$ cat config.mk
export PLATFORM = sky130hd
export DESIGN_NAME = jtag_mem_bridge
export DESIGN_NICKNAME = d
export VERILOG_FILES = /design/src/rtl/jbr_pkg.sv /design/src/rtl/jbr_trig_sync.sv /design/src/rtl/jbr_lane.sv /design/src/rtl/jbr_ctrl.sv /design/src/rtl/jtag_mem_bridge.sv
export SDC_FILE = /design/constraint.sdc
export NUM_CORES = 1
export LEC_CHECK = 0
export ABC_CLOCK_PERIOD_IN_PS = 2130
export CORE_AREA = 2 2 121 123
export DETAILED_ROUTE_END_ITERATION = 8
export DIE_AREA = 0 0 123 125
export DONT_BUFFER_PORTS = 1
export PLACE_DENSITY = 0.65
export SLEW_MARGIN = 20
export SYNTH_ARGS = -nofsm -noshare
export SYNTH_HDL_FRONTEND = slang
export SYNTH_SLANG_ARGS = --single-unit
$ cat constraint.sdc
create_clock -name clk -period 2.13 [get_ports clk]
set_input_delay 0.1065 -clock clk [delete_from_list [all_inputs] [get_ports clk]]
set_output_delay 0.1065 -clock clk [all_outputs]
set_load 0.02 [all_outputs]
$ cat src/rtl/jbr_pkg.sv
package jbr_pkg;
  localparam int WORD_W = 32;
  localparam int LANES  = WORD_W / 8;

  typedef enum logic [2:0] {
    OP_NOP  = 3'd0, OP_SETA = 3'd1, OP_WRW = 3'd2, OP_WRH = 3'd3,
    OP_WRB  = 3'd4, OP_RDW  = 3'd5, OP_RDH = 3'd6, OP_CLRE = 3'd7
  } op_e;

  typedef enum logic [1:0] {SZ_B = 2'd0, SZ_H = 2'd1, SZ_W = 2'd2} size_e;
  typedef enum logic [1:0] {ST_IDLE = 2'd0, ST_WTRIG = 2'd1, ST_BUS = 2'd2} st_e;

  function automatic size_e op_size(op_e op);
    case (op)
      OP_WRH, OP_RDH: return SZ_H;
      OP_WRB:         return SZ_B;
      default:        return SZ_W;
    endcase
  endfunction

  function automatic logic is_access(op_e op);
    return (op == OP_WRW) || (op == OP_WRH) || (op == OP_WRB) ||
           (op == OP_RDW) || (op == OP_RDH);
  endfunction

  function automatic logic is_write(op_e op);
    return (op == OP_WRW) || (op == OP_WRH) || (op == OP_WRB);
  endfunction

  function automatic logic misaligned(size_e sz, logic [1:0] a);
    case (sz)
      SZ_H:    return a[0];
      SZ_W:    return a != 2'd0;
      default: return 1'b0;
    endcase
  endfunction

  function automatic logic [LANES-1:0] byte_en(size_e sz, logic [1:0] a);
    case (sz)
      SZ_B:    return LANES'(1) << a;
      SZ_H:    return LANES'(3) << {a[1], 1'b0};
      default: return {LANES{1'b1}};
    endcase
  endfunction

  function automatic logic [WORD_W-1:0] lane_data(size_e sz, logic [WORD_W-1:0] d);
    case (sz)
      SZ_B:    return {LANES{d[7:0]}};
      SZ_H:    return {(LANES/2){d[15:0]}};
      default: return d;
    endcase
  endfunction

  function automatic logic [WORD_W-1:0] pick_half(logic hi, logic [WORD_W-1:0] r);
    return hi ? {16'd0, r[31:16]} : {16'd0, r[15:0]};
  endfunction
endpackage

$ cat src/rtl/jbr_trig_sync.sv
module jbr_trig_sync #(
  parameter int STAGES = 2
) (
  input  logic clk,
  input  logic rst_n,
  input  logic trig_i,
  output logic pulse_o
);
  logic [STAGES:0] sh;

  always_ff @(posedge clk or negedge rst_n) begin
    if (!rst_n) sh <= '0;
    else        sh <= {sh[STAGES-1:0], trig_i};
  end

  assign pulse_o = sh[STAGES-1] & ~sh[STAGES];

  a_r11_single_pulse: assert property (@(posedge clk) disable iff (!rst_n)
    pulse_o |=> !pulse_o);
endmodule

$ cat src/rtl/jbr_lane.sv
module jbr_lane
  import jbr_pkg::*;
(
  input  size_e             size_i,
  input  logic [1:0]        a_i,
  input  logic [WORD_W-1:0] data_i,
  input  logic [WORD_W-1:0] rdata_i,
  output logic [LANES-1:0]  be_o,
  output logic [WORD_W-1:0] wdata_o,
  output logic [WORD_W-1:0] rfmt_o
);
  always_comb begin
    be_o    = byte_en(size_i, a_i);
    wdata_o = lane_data(size_i, data_i);
    rfmt_o  = (size_i == SZ_H) ? pick_half(a_i[1], rdata_i) : rdata_i;
  end
endmodule

$ cat src/rtl/jbr_ctrl.sv
module jbr_ctrl
  import jbr_pkg::*;
#(
  parameter int ADDR_W = 32
) (
  input  logic              clk,
  input  logic              rst_n,
  input  logic              upd_i,
  input  logic [2:0]        op_i,
  input  logic              blk_i,
  input  logic              trig_en_i,
  input  logic [WORD_W-1:0] dr_i,
  input  logic              trig_pulse_i,
  input  logic              bus_rdy_i,
  input  logic              bus_err_i,
  input  logic [WORD_W-1:0] rfmt_i,
  output logic [ADDR_W-1:0] addr_o,
  output logic [WORD_W-1:0] data_o,
  output size_e             size_o,
  output logic              we_o,
  output logic              req_o,
  output logic              busy_o,
  output logic              err_o,
  output logic [WORD_W-1:0] rdata_o
);
  localparam logic [ADDR_W-1:0] STEP = ADDR_W'(LANES);

  st_e               state;
  logic [ADDR_W-1:0] addr_q;
  logic              blk_q;
  op_e               op;
  logic              cmd_ok, acc, bad, launch, done, step;

  assign op     = op_e'(op_i);
  assign cmd_ok = upd_i && (state == ST_IDLE);
  assign acc    = cmd_ok && is_access(op);
  assign bad    = acc && misaligned(op_size(op), addr_q[1:0]);
  assign launch = acc && !bad;
  assign done   = (state == ST_BUS) && bus_rdy_i;
  assign step   = done && !bus_err_i && blk_q && (size_o == SZ_W);

  always_ff @(posedge clk or negedge rst_n) begin
    if (!rst_n) begin
      state   <= ST_IDLE;
      addr_q  <= '0;
      data_o  <= '0;
      size_o  <= SZ_W;
      we_o    <= 1'b0;
      blk_q   <= 1'b0;
      err_o   <= 1'b0;
      rdata_o <= '0;
    end else begin
      case (state)
        ST_IDLE:  if (launch) state <= trig_en_i ? ST_WTRIG : ST_BUS;
        ST_WTRIG: if (trig_pulse_i) state <= ST_BUS;
        ST_BUS:   if (bus_rdy_i) state <= ST_IDLE;
        default:  state <= ST_IDLE;
      endcase
      if (cmd_ok && op == OP_SETA) addr_q <= dr_i[ADDR_W-1:0];
      else if (step)               addr_q <= addr_q + STEP;
      if (launch) begin
        data_o <= dr_i;
        size_o <= op_size(op);
        we_o   <= is_write(op);
        blk_q  <= blk_i;
      end
      if (cmd_ok && op == OP_CLRE)       err_o <= 1'b0;
      else if (bad || (done && bus_err_i)) err_o <= 1'b1;
      if (done && !bus_err_i && !we_o) rdata_o <= rfmt_i;
    end
  end

  assign addr_o = addr_q;
  assign req_o  = (state == ST_BUS);
  assign busy_o = (state != ST_IDLE);

  a_r10_busy_holds_addr: assert property (@(posedge clk) disable iff (!rst_n)
    (busy_o && !done) |=> $stable(addr_q));
  a_r8_misaligned_flag: assert property (@(posedge clk) disable iff (!rst_n)
    bad |=> (err_o && !req_o));
  a_r11_wait_no_req: assert property (@(posedge clk) disable iff (!rst_n)
    (state == ST_WTRIG && !trig_pulse_i) |=> !req_o);
  a_r3_req_stable: assert property (@(posedge clk) disable iff (!rst_n)
    (req_o && !bus_rdy_i) |=> (req_o && $stable(addr_o) && $stable(we_o)));
  a_r9_err_sticky: assert property (@(posedge clk) disable iff (!rst_n)
    (done && bus_err_i) |=> err_o);
endmodule

$ cat src/rtl/jtag_mem_bridge.sv
module jtag_mem_bridge
  import jbr_pkg::*;
#(
  parameter int ADDR_W      = 32,
  parameter int SYNC_STAGES = 2
) (
  input  logic              clk,
  input  logic              rst_n,
  input  logic              upd_i,
  input  logic [2:0]        op_i,
  input  logic              blk_i,
  input  logic              trig_en_i,
  input  logic [WORD_W-1:0] dr_i,
  input  logic              trig_i,
  output logic [WORD_W+1:0] cap_o,
  output logic              bus_req_o,
  output logic              bus_we_o,
  output logic [ADDR_W-1:0] bus_addr_o,
  output logic [WORD_W-1:0] bus_wdata_o,
  output logic [LANES-1:0]  bus_be_o,
  input  logic              bus_rdy_i,
  input  logic              bus_err_i,
  input  logic [WORD_W-1:0] bus_rdata_i
);
  logic              trig_pulse, busy, err;
  logic [WORD_W-1:0] data, rdata, rfmt;
  size_e             size;

  jbr_trig_sync #(.STAGES(SYNC_STAGES)) i_sync (
    .clk(clk), .rst_n(rst_n), .trig_i(trig_i), .pulse_o(trig_pulse));

  jbr_ctrl #(.ADDR_W(ADDR_W)) i_ctrl (
    .clk(clk), .rst_n(rst_n), .upd_i(upd_i), .op_i(op_i), .blk_i(blk_i),
    .trig_en_i(trig_en_i), .dr_i(dr_i), .trig_pulse_i(trig_pulse),
    .bus_rdy_i(bus_rdy_i), .bus_err_i(bus_err_i), .rfmt_i(rfmt),
    .addr_o(bus_addr_o), .data_o(data), .size_o(size), .we_o(bus_we_o),
    .req_o(bus_req_o), .busy_o(busy), .err_o(err), .rdata_o(rdata));

  jbr_lane i_lane (
    .size_i(size), .a_i(bus_addr_o[1:0]), .data_i(data), .rdata_i(bus_rdata_i),
    .be_o(bus_be_o), .wdata_o(bus_wdata_o), .rfmt_o(rfmt));

  assign cap_o = {busy, err, rdata};

  a_r4_be_legal: assert property (@(posedge clk) disable iff (!rst_n)
    bus_req_o |-> ($countones(bus_be_o) == 1 || $countones(bus_be_o) == 2 ||
                   $countones(bus_be_o) == 4));
endmodule

==> qor.tcl <==
set qor(yosysWarningCount) 0
set qor(first_global_vias) 4756
set qor(ys_types) 57
set qor(synth_top_cell_area_share) 0.478
set qor(seqPwrFrac) 0.398
set qor(post_synth.cell_area_avg_um2) 9.99
set qor(p_clk_frac) 0.168
set qor(detail_route.vias_per_cell) 5.69
set qor(place_congestion) 0.778
set qor(routed_wirelength_um) 17500
set qor(setup-tns-final_ns) 0
set qor(grt_start_max_net_pins) 107
set qor(placementRows) 44
set qor(synthMostInstantiatedCell) {sky130_fd_sc_hd__dfrtp_1}
set qor(die-width_um) 123
set qor(startpoint_type) {register}
set qor(htreeDepth) 3
set qor(synthesis.instances) 550
set qor(io_pins) 179
set qor(post_synthesis_compound_gate_area_fraction) 0.121
set qor(grt_pass1_wl_um) 25900
set qor(cellLeakagePower_nw) 3.13
set qor(timing_max_transition_violations_final) 0
set qor(grt_use_total) 0.221
set qor(timing.final.crit_period_ns) 2.04
set qor(detailedPlacementHpwl_um) 12000
set qor(drtIter0Drc) 265
set qor(antenna_found_initial) 2
set qor(clkLatencyLatePin_ns) 0.36
set qor(worstPathMaxFanout) 22
set qor(synth.largest_area_cell) {sky130_fd_sc_hd__dfrtp_1}
set qor(via_count) 4731
set qor(arrival_ns) 2.33
set qor(clk_root_buffer_cell) {sky130_fd_sc_hd__clkbuf_16}
set qor(area_delta_synth_final_pct) 27.2
set qor(synth-adder-area-share) 0.00228
set qor(seq_area_frac_synth) 0.483
set qor(timing.hold.ws_ns) -0.556
set qor(fin_skew_ns) 0.0116
set qor(detail_route.first_pass.iterations) 5
set qor(post_layout_nonfiller_instances) 831
set qor(globalRouteOverflowTotal) 0
set qor(layout_worst_path_cycle_share) 0.959
set qor(fmax_ghz) 0.490
set qor(floorplan.initialDensity) 0.387
set qor(asyncSetResetFlopFracSynth) 1.00
set qor(synth_enable_flop_cells) 0
set qor(cts_sinks) 106
set qor(most_frequent_cells_after_synthesis) {sky130_fd_sc_hd__dfrtp_1, sky130_fd_sc_hd__nand2_1, sky130_fd_sc_hd__o21ai_0}
set qor(placed_cells_incl_taps) 741
set qor(route.antenna.remaining_nets) 0
set qor(hold_viol) 106
set qor(criticalPathCategory) {reg -> reg}
set qor(synth_simple_gate_area_share) 0.190
set qor(max_slew.worst_pin.slew_ns) 0.749
set qor(clkSlewWorstSetupHoldPaths_ns) 0.07
set qor(run_status) {finished, violations left}
set qor(chipHeight_um) 125
set qor(design.die.area_um2) 15400
set qor(grt_setup_unrepaired) {yes}
set qor(final_layout_size_suffix_gt1_frac) 0.209
set qor(synth_fp_nets) 626
set qor(core_region_area_um2) 14200
set qor(max-slew-margin-rel) 0.499
set qor(power.share.combinational) 0.434
set qor(nNetsFinal) 716
set qor(multiplexer_area_fraction_after_synthesis) 0.148
set qor(vdd_ir_drop_max_v) 0.000660
set qor(port-buffer-count) 0
set qor(failed_checks) {hold timing}
set qor(power.share.switching) 0.454
set qor(tritoncts) {yes}
set qor(critical_path_capture_point_type) {register}
set qor(total_switching_power_mw) 4.79
set qor(max-cap-violations) 0
set qor(drcViolationCount) 0
set qor(ys_dominant_reg_cell) {sky130_fd_sc_hd__dfrtp_1}
set qor(wl_per_cell_um) 21.1
set qor(power_density_nw_per_um2) 1510
set qor(numCtsBuffers) 9
set qor(ys_seq_elements) 106
set qor(setup-violations-final) 0
set qor(internal_power_mw) 5.76
set qor(hold_buffer_count_at_cts) 69
set qor(synth-xor-area-share) 0.00957
set qor(syn_area_um2) 5490
set qor(hold_path.class) {in -> async}
set qor(critPathRequiredTime_ns) 2.42
set qor(max-clock-path-buffers) 2
set qor(yosys-top-cells-area) {sky130_fd_sc_hd__dfrtp_1, sky130_fd_sc_hd__mux2_2, sky130_fd_sc_hd__nand2_1}
set qor(synth_top_family_by_area) {simple AND/OR/NAND/NOR gates}
## power groups by stage
stage	logic, mW	clock network [mW]	registers (mW)
finish	4.58	1.78	4.20
floorplan	2.91	0	4.21
global placement	4.26	0	4.17
global route	4.95	1.90	4.32
CTS	4.54	1.83	4.18
detailed placement	4.37	0	4.21
## worst max-delay path: stages, from the launching register on
cell and delay, ns:
sky130_fd_sc_hd__dfrtp_1 0.38, sky130_fd_sc_hd__nand3b_1 0.27, sky130_fd_sc_hd__or4_4 0.55, sky130_fd_sc_hd__buf_12 0.17
sky130_fd_sc_hd__or4_1 0.50, sky130_fd_sc_hd__nand3_1 0.09
## final cells by class
type	instances	area [µm²]
Multi-Input combinational cell	390	2600
Clock inverter	5	61.3
Tap cell	184	230
Antenna cell	2	5.00
Timing Repair Buffer	123	1150
Sequential cell	106	2660
Fill cell	1297	7210
Clock buffer	11	253
Inverter	10	37.5
## final timing paths
path	start	end	slack, ns	depth (start not counted)
worst max register to register	i_ctrl.state[0]$_DFFE_PN0P_	i_ctrl.addr_o[19]$_DFFE_PN0P_	0.09	5
min in group clk	bus_rdata_i[19]	i_ctrl.rdata_o[3]$_DFFE_PN0P_	0.01	2
max in group asynchronous	rst_n	i_ctrl.size_o[1]$_DFFE_PN1P_	2.44	0
worst min-delay path	rst_n	i_ctrl.rdata_o[3]$_DFFE_PN0P_	-0.56	0
worst max-delay path	i_ctrl.state[0]$_DFFE_PN0P_	i_ctrl.addr_o[19]$_DFFE_PN0P_	0.09	5
worst min register to register	i_sync.sh[0]$_DFF_PN0_	i_sync.sh[1]$_DFF_PN0_	0.35	0
## per-layer routing
metal  part of all wire  track usage  vias to the layer above
li1                   -            -                     2146
met1               0.40        0.268                     2307
met2               0.47        0.356                      245
met3               0.10       0.0703                       33
met4              0.033        0.102                        0
met5                  0            0                        -
## layout by cell type (no fill, tap or decap), types with 4 or more instances in the layout
| cell type | count |
|---|---|
| sky130_fd_sc_hd__dfrtp_1 | 104 |
| sky130_fd_sc_hd__nand2_1 | 99 |
| sky130_fd_sc_hd__dlygate4sd3_1 | 69 |
| sky130_fd_sc_hd__o21ai_0 | 57 |
| sky130_fd_sc_hd__mux2_2 | 49 |
| sky130_fd_sc_hd__buf_4 | 48 |
| sky130_fd_sc_hd__mux2i_1 | 26 |
| sky130_fd_sc_hd__nand3_1 | 19 |
| sky130_fd_sc_hd__nor2_1 | 18 |
| sky130_fd_sc_hd__nand4_1 | 12 |
| sky130_fd_sc_hd__inv_1 | 10 |
| sky130_fd_sc_hd__clkbuf_16 | 10 |
| sky130_fd_sc_hd__a22oi_1 | 8 |
| sky130_fd_sc_hd__a21oi_1 | 7 |
| sky130_fd_sc_hd__o211ai_1 | 7 |
| sky130_fd_sc_hd__and3_1 | 6 |
| sky130_fd_sc_hd__nand2b_1 | 5 |
| sky130_fd_sc_hd__nor2b_1 | 5 |
| sky130_fd_sc_hd__or3_1 | 5 |
| sky130_fd_sc_hd__or4_1 | 4 |
| sky130_fd_sc_hd__o311ai_0 | 4 |
| sky130_fd_sc_hd__a31oi_1 | 4 |
## per-stage QoR
| step | setup WS [ns] | hold slack [ns] | instance area, µm² | total power [mW] | utilization |
|---|---|---|---|---|---|
| after CTS | 0.0430 | -0.573 | 6940 | 10.5 | 0.488 |
| after floorplan | 0.103 | -0.189 | 5490 | 7.12 | - |
| after detailed placement | 0.0714 | -0.187 | 5930 | 8.59 | 0.417 |
| after global routing | -0.00514 | -0.574 | 6990 | 11.2 | 0.492 |
| after global placement | 0.134 | -0.187 | 5930 | 8.44 | 0.417 |
| final | 0.0876 | -0.556 | 6990 | 10.6 | 0.492 |
## state kept, by name, summed over array words and instances (netlist names)
name / flops
i_ctrl.rdata_o: 32
i_ctrl.addr_o: 32
i_ctrl.size_o: 2
i_ctrl.blk_q: 1
i_ctrl.err_o: 1
i_ctrl.state: 2
i_ctrl.data_o: 32
i_ctrl.we_o: 1
i_sync.sh: 3
## repair_timing
action | 4_1_cts | 5_1_grt
setup endpoints to repair | 8 | 15
gates resized for setup | 1 | 7
hold endpoints to repair | 204 | 106
buffers inserted | 0 | 1
pin swaps | 0 | 1
gates cloned | 0 | 2
## logic make-up (layout without fill, tap and decap cells)
kind of cell / after synthesis / after routing
and+or+nand+nor: 200 / 200
DFF: 106 / 106
buffers and inverters: 54 / 149
other: 0 / 2
xor gates and xnor gates: 6 / 6
adders and majority gates: 1 / 1
AOI/OAI and AO/OA: 108 / 108
muxes: 75 / 75
(Power assumes the default switching activity.)
